### config.mk
export PLATFORM = sky130hd
export DESIGN_NAME = branch_target_gen
export DESIGN_NICKNAME = d
export VERILOG_FILES = /design/src/rtl/branch_target_gen.sv
export SDC_FILE = /design/constraint.sdc
export NUM_CORES = 1
export LEC_CHECK = 0
export ABC_AREA = 0
export BUFFER_PORTS_ARGS = -buffer_cell sky130_fd_sc_hd__buf_2
export CORE_MARGIN = 1.5
export CORE_UTILIZATION = 30
export DETAILED_ROUTE_END_ITERATION = 16
export RECOVER_POWER = 100
export SLEW_MARGIN = 25
export SYNTH_ARGS = -nofsm -noshare
export SYNTH_HDL_FRONTEND = slang
export SYNTH_SLANG_ARGS = --single-unit
### constraint.sdc
create_clock -name vclk -period 6.1
set_clock_uncertainty 0.05 [all_clocks]
set_input_delay 0.61 -clock vclk [all_inputs]
set_output_delay 0.61 -clock vclk [all_outputs]
set_load 0.01 [all_outputs]
### src/rtl/branch_target_gen.sv
module branch_target_gen #(
  parameter int PC_W = 16,
  parameter int SP_W = 8
) (
  input  logic [PC_W-1:0] pc_i,
  input  logic [7:0]      opcode_i,
  input  logic [7:0]      byte1_i,
  input  logic [7:0]      byte2_i,
  input  logic            taken_i,
  input  logic [7:0]      acc_i,
  input  logic [PC_W-1:0] dptr_i,
  input  logic [SP_W-1:0] sp_i,
  input  logic [7:0]      stk_hi_i,
  input  logic [7:0]      stk_lo_i,
  output logic [PC_W-1:0] next_pc_o,
  output logic            push_en_o,
  output logic [SP_W-1:0] push_lo_addr_o,
  output logic [7:0]      push_lo_data_o,
  output logic [SP_W-1:0] push_hi_addr_o,
  output logic [7:0]      push_hi_data_o,
  output logic            pop_en_o,
  output logic [SP_W-1:0] pop_hi_addr_o,
  output logic [SP_W-1:0] pop_lo_addr_o,
  output logic [SP_W-1:0] sp_next_o
);
  localparam int PAGE_W = 11;
  localparam int EXT_W  = PC_W - 8;

  function automatic logic [1:0] op_len(input logic [7:0] op);
    logic [3:0] hi;
    hi = op[7:4];
    op_len = 2'd1;
    case (op[3:0])
      4'h0: case (hi)
              4'h0, 4'hE, 4'hF:       op_len = 2'd1;
              4'h1, 4'h2, 4'h3, 4'h9: op_len = 2'd3;
              default:                op_len = 2'd2;
            endcase
      4'h1: op_len = 2'd2;
      4'h2: case (hi)
              4'h0, 4'h1:             op_len = 2'd3;
              4'h2, 4'h3, 4'hE, 4'hF: op_len = 2'd1;
              default:                op_len = 2'd2;
            endcase
      4'h3: case (hi)
              4'h4, 4'h5, 4'h6: op_len = 2'd3;
              default:          op_len = 2'd1;
            endcase
      4'h4: case (hi)
              4'h2, 4'h3, 4'h4, 4'h5, 4'h6, 4'h7, 4'h9: op_len = 2'd2;
              4'hB:                                     op_len = 2'd3;
              default:                                  op_len = 2'd1;
            endcase
      4'h5: case (hi)
              4'h7, 4'h8, 4'hB, 4'hD: op_len = 2'd3;
              4'hA:                   op_len = 2'd1;
              default:                op_len = 2'd2;
            endcase
      default: case (hi)
              4'h7, 4'h8, 4'hA: op_len = 2'd2;
              4'hB:             op_len = 2'd3;
              4'hD:             op_len = op[3] ? 2'd2 : 2'd1;
              default:          op_len = 2'd1;
            endcase
    endcase
  endfunction

  logic [1:0]      len;
  logic [PC_W-1:0] seq_pc, abs_pc, long_pc, ind_pc, rel_pc, ret_pc;
  logic [7:0]      rel_off;
  logic            is_abs, is_call, is_long, is_ind, is_ret, is_rel2, is_rel3, go;

  assign len     = op_len(opcode_i);
  assign seq_pc  = pc_i + PC_W'(len);

  assign is_abs  = opcode_i[3:0] == 4'h1;
  assign is_long = opcode_i == 8'h02 || opcode_i == 8'h12;
  assign is_call = (is_abs && opcode_i[4]) || opcode_i == 8'h12;
  assign is_ind  = opcode_i == 8'h73;
  assign is_ret  = opcode_i == 8'h22 || opcode_i == 8'h32;
  assign is_rel2 = opcode_i == 8'h80 || opcode_i == 8'h40 || opcode_i == 8'h50 ||
                   opcode_i == 8'h60 || opcode_i == 8'h70 || opcode_i[7:3] == 5'b11011;
  assign is_rel3 = opcode_i == 8'h10 || opcode_i == 8'h20 || opcode_i == 8'h30 ||
                   (opcode_i[7:4] == 4'hB && opcode_i[3:2] != 2'b00) || opcode_i == 8'hD5;
  assign go      = opcode_i == 8'h80 || taken_i;

  assign rel_off = is_rel3 ? byte2_i : byte1_i;
  assign rel_pc  = seq_pc + {{EXT_W{rel_off[7]}}, rel_off};
  assign abs_pc  = {seq_pc[PC_W-1:PAGE_W], opcode_i[7:5], byte1_i};
  assign long_pc = PC_W'({byte1_i, byte2_i});
  assign ind_pc  = PC_W'(acc_i) + dptr_i;
  assign ret_pc  = PC_W'({stk_hi_i, stk_lo_i});

  always_comb begin
    if (is_ret)                     next_pc_o = ret_pc;
    else if (is_abs)                next_pc_o = abs_pc;
    else if (is_long)               next_pc_o = long_pc;
    else if (is_ind)                next_pc_o = ind_pc;
    else if ((is_rel2 || is_rel3) && go) next_pc_o = rel_pc;
    else                            next_pc_o = seq_pc;
  end

  assign push_en_o      = is_call;
  assign push_lo_addr_o = sp_i + SP_W'(1);
  assign push_hi_addr_o = sp_i + SP_W'(2);
  assign push_lo_data_o = seq_pc[7:0];
  assign push_hi_data_o = seq_pc[15:8];
  assign pop_en_o       = is_ret;
  assign pop_hi_addr_o  = sp_i;
  assign pop_lo_addr_o  = sp_i - SP_W'(1);
  assign sp_next_o      = is_call ? push_hi_addr_o :
                          is_ret  ? sp_i - SP_W'(2) : sp_i;
endmodule

======== After elaboration in Yosys (flattened, before gate mapping) ========
Memory sizes are Yosys's and may differ from the RTL's.
Index checks and enable logic that the tools add are counted.
operators by class
  add/subtract/negate cells ............... 7
  multipliers ............................. 0
  divide/modulo/power cells ............... 0
  magnitude comparators ................... 0
  equality and inequality tests ........... 34
  shift-type cells ........................ 0
  mux-type cells .......................... 15
  bitwise operators ....................... 0
  reductions and logical operators ........ 27
operator list
  cell                                               count
  two-way mux 16 bit                                 5
  == test 8 x 7 -> 1 bit (second input constant)     5
  == test 8 x 6 -> 1 bit (second input constant)     4
  == test 4 bit (second input constant)              7
  == test 4 x 3 -> 1 bit (second input constant)     6
  two-way mux 8 bit                                  3
  adder 16 bit                                       1
  adder 16 x 2 -> 16 bit                             1
  adder 8 x 16 -> 16 bit                             1
  == test 4 x 2 -> 1 bit (second input constant)     4
  == test 8 x 5 -> 1 bit (second input constant)     2
  == test 8 bit (second input constant)              2
  logical OR 1 bit                                   14
  one-hot mux 2 bit (2 select lines)                 3
  one-hot mux 2 bit (6 select lines)                 1
  OR reduction 4 bit                                 3
  OR reduction 3 bit                                 3
  adder 8 x 1 -> 8 bit (second input constant)       1
  adder 8 x 2 -> 8 bit (second input constant)       1
  == test 4 x 1 -> 1 bit (second input constant)     2
  == test 8 x 2 -> 1 bit (second input constant)     1
  zero test 4 bit                                    2
  subtractor 8 x 1 -> 8 bit (second input constant)  1
  subtractor 8 x 2 -> 8 bit (second input constant)  1
  other kinds (6)                                    9
word-level totals
  register bits after elaboration ......... 0
  bits in latches ......................... 0
  bits in writable memories ............... 0
  memory bits (read-only) ................. 32
  input port bits ......................... 89
  output and inout bits ................... 74
  logic and storage cells ................. 84
  memories kept ........................... 1
memories
  name             depth  width  rd ports  clocked after Yosys merged registers in  write ports  RTL line  RTL
  (no name shown)  16     2      1         0                                        0            49        4'h4: case (hi)

======== Depth between registers and ports, before layout ========
  depth in word-level cells ............... 13
  mapped depth ............................ 25
  mapped depth without buffers ............ 23

======== Least setup slack after synthesis ========
OpenSTA, ideal clock, no wires.
  path type ............................... input -> output
  from .................................... input opcode_i[1]
  to ...................................... output next_pc_o[15]
  arrival time ............................ 5.519 ns
  required time ........................... 5.440 ns
  slack ................................... -0.079 ns
  stages .................................. 23
  buffers on the path ..................... 1
  cells stage by stage .................... clkbuf_1 nor4b_1 nor2_1 o21ai_0 o211ai_1 o311ai_0 nor3_1 a31oi_1 ha_1 a21oi_1 nor2b_1 xor2_1 ha_1 o21ai_0 o21bai_1 a21oi_1 a221oi_1 nor2_1 nor3_2 or4_1 a31oi_1 mux2_1 a222oi_1
on the way
  elaborated cells on any way between the ends .. 43
  those cells by class .................... 2 x add/sub; 19 x eq/ne; 7 x mux; 15 x reduce/logical
RTL lines
  element                                         RTL line  RTL
  start: declaration                              6         input logic [7:0] opcode_i,
  == test 4 x 3 -> 1 bit (tied with other cells)  33        case (op[3:0])
  one-hot mux 2 bit (6 select lines) *            33
  adder 16 x 2 -> 16 bit *                        74        assign seq_pc = pc_i + PC_W'(len);
  net push_lo_data_o[3]                           18        output logic [7:0] push_lo_data_o,
  adder 16 bit *                                  88        assign rel_pc = seq_pc + {{EXT_W{rel_off[7]}}, rel_off};
  two-way mux 16 bit *                            99        else if ((is_rel2 || is_rel3) && go) next_pc_o = rel_pc;
  two-way mux 16 bit *                            98        else if (is_ind) next_pc_o = ind_pc;
  two-way mux 16 bit *                            97        else if (is_long) next_pc_o = long_pc;
  two-way mux 16 bit *                            96        else if (is_abs) next_pc_o = abs_pc;
  two-way mux 16 bit *                            95        if (is_ret) next_pc_o = ret_pc;
  end: declaration                                15        output logic [PC_W-1:0] next_pc_o,
The timed path passes the listed nets; every way through them passes the cells marked *.

======== Worst setup path after layout ========
  from .................................... input opcode_i[3]
  to ...................................... output next_pc_o[15]
on the way
  longest elaborated chain between the ends .. 13
  elaborated cells on any way between the ends .. 48
  those cells by class .................... 2 x add/sub; 20 x eq/ne; 9 x mux; 17 x reduce/logical
RTL lines
  element                                                                          RTL line
  parallel branches: the longest is 12 deep, another holds adder 16 x 2 -> 16 bit  --
  two-way mux 16 bit *                                                             95
Every way passes the cells marked *.

==> results.yml <==
synth:
  yosysUniqueCellTypes: 70
  synth_area_per_cell_sq_um: 6.48
  ys_warn_count: 0
  ys_seq_area_share_pct: 0
  synth_fp_nets: 651
  syn_area_sq_um: 3440
  syn_inst: 531
routing:
  drc: 0
  drt_iter0_markers: 335
  routed_wl_um: 13300
  detail-route-antenna-nets: 0
  drtPass1Iterations: 5
  via_per_inst: 5.49
  via_count: 4569
  wl_per_cell_um: 16.0
global_route:
  grt_pass1_wl_um: 20300
  grt_pass1_vias: 4277
  grt_antenna_before_repair: 0
  grt-ovfl-total: 0
  grt_max_degree: 21
  grt_use_total_pct: 21.0
worst_setup_path:
  critPathRequiredTime_ns: 5.44
  critical_path.max_fanout: 10
  path_class: "input port to output pin"
  end_kind: "output pin"
  arrival_ns: 5.21
  max_stage_delay_ns: 0.47
  critPathLaunchType: "input port"
  crit_path_top_delay_cell: "or4_1"
  path_buf_inv: 6
  crit_family: "simple AND/OR/NAND/NOR gates"
placed_design:
  port_buffers: 163
  hpwl_um: 10800
  gp_congestion: 0.903
floorplanning:
  io_pins: 163
  initial_core_util_pct: 31.2
  die_y_um: 110
  fp.dieW_um: 110
  core_area_sq_um: 11000
  rows: 38
  fp.dieArea_sq_um: 12100
power_and_ir_drop:
  cellLeakagePower_nw: 2.06
  ir_drop_v: 0.0000468
  pwr_density_cell_nw_per_um2: 91.5
  power.total_mw: 0.421
final_layout:
  num_antenna_cells: 0
  final_cell_mix: "buf_2, nand2_1, nor2_1, buf_4, a21oi_1"
  area_growth_pct: 33.6
  n_fill_cell: 1174
  multi_input_area_sq_um: 3250
  seq_area_sq_um: 0
  layout-drive-gt1-share_pct: 29.9
  fin_util_pct: 41.7
  nClkBuffers: 0
  fin_nets: 814
  seq_cells: 0
  final_common_cell: "buf_2"
timing:
  slew_headroom_pct: 40.4
  final_hold_viol_count: 0
  final-setup-viol-count: 0
  min_period_ns: 5.87
  rsz0062_at_grt: "yes"
  drv_slew: 0
  timing.final.crit_share_pct: 96.2
  fmax_mhz: 170
  tightest_slew_ns: 0.894
job:
  maxCapViolations: 0
clock_tree:
  cts-hold-fix-buffers: 0
outcome:
  status: "completed"
worst_hold_path:
  worstHoldPathType: "input port to output pin"
-- path summary, 6_finish.rpt --
kind               end  depth (start not counted)   startpoint
max      next_pc_o[15]                         26  opcode_i[3]
min   pop_hi_addr_o[7]                          2      sp_i[7]
-- repair_timing --
item                                    in CTS  in global routing
gates resized for setup                      0                 27
endpoints found under the setup margin       0                  5
buffers inserted                             0                  6
-- metrics by stage --
step / setup slack (ns) / std cells / TNS (ns) / area, sq um / hold WS, ns
6_report: 0.234 / 832 / 0 / 4600 / 1.44
5_1_grt: -0.0277 / 832 / -0.0277 / 4600 / 1.48
4_1_cts: 0.0352 / 826 / 0 / 4470 / 1.45
3_5_place_dp: 0.0503 / 826 / 0 / 4470 / 1.45
3_3_place_gp: 0.137 / 826 / 0 / 4470 / 1.45
2_1_floorplan: 0.0514 / 531 / 0 / 3450 / 1.23
-- area by class of cell --
type | count | share of cell area (%)
Tap cell | 140 | 3.81
Inverter | 30 | 2.45
Multi-Input combinational cell | 462 | 70.7
Timing Repair Buffer | 200 | 23.0
-- cell families (layout without fill, tap and decap cells) --
group	Yosys count	count (layout)	synth area share, %
simple gates	197	197	28.8
compound gates	163	163	31.3
buf+inv	69	230	9.19
xor+xnor	58	58	14.8
fa+ha+maj	31	31	11.9
mux	13	13	4.11
-- layer usage --
layer	wire (um)	vias to the layer above	track usage [%]
met5	0	-	0
met4	228	0	5.04
met3	991	18	2.23
met2	6550	216	39.8
met1	5550	2090	25.1
li1	-	2245	-
-- Yosys cell counts (10+ instances only) --
cell type | instances | area (sq um)
inv_1 | 26 | 97.6
a31oi_1 | 11 | 68.8
nor3_1 | 12 | 60.1
ha_1 | 28 | 350
o211ai_1 | 15 | 113
nand2_1 | 61 | 229
nor2b_1 | 10 | 62.6
a21oi_1 | 39 | 195
clkbuf_1 | 24 | 90.1
nor2_1 | 41 | 154
o21ai_0 | 30 | 150
xnor2_1 | 31 | 272
buf_4 | 11 | 82.6
nand3_1 | 26 | 130
xor2_1 | 27 | 236
a21o_1 | 11 | 82.6
-- where the power goes --
part | internal [mW] | switching, mW
registers | 0 | 0
clock network | 0 | 0
logic | 0.186 | 0.235
Note: power is estimated with default switching activity, not from simulation.
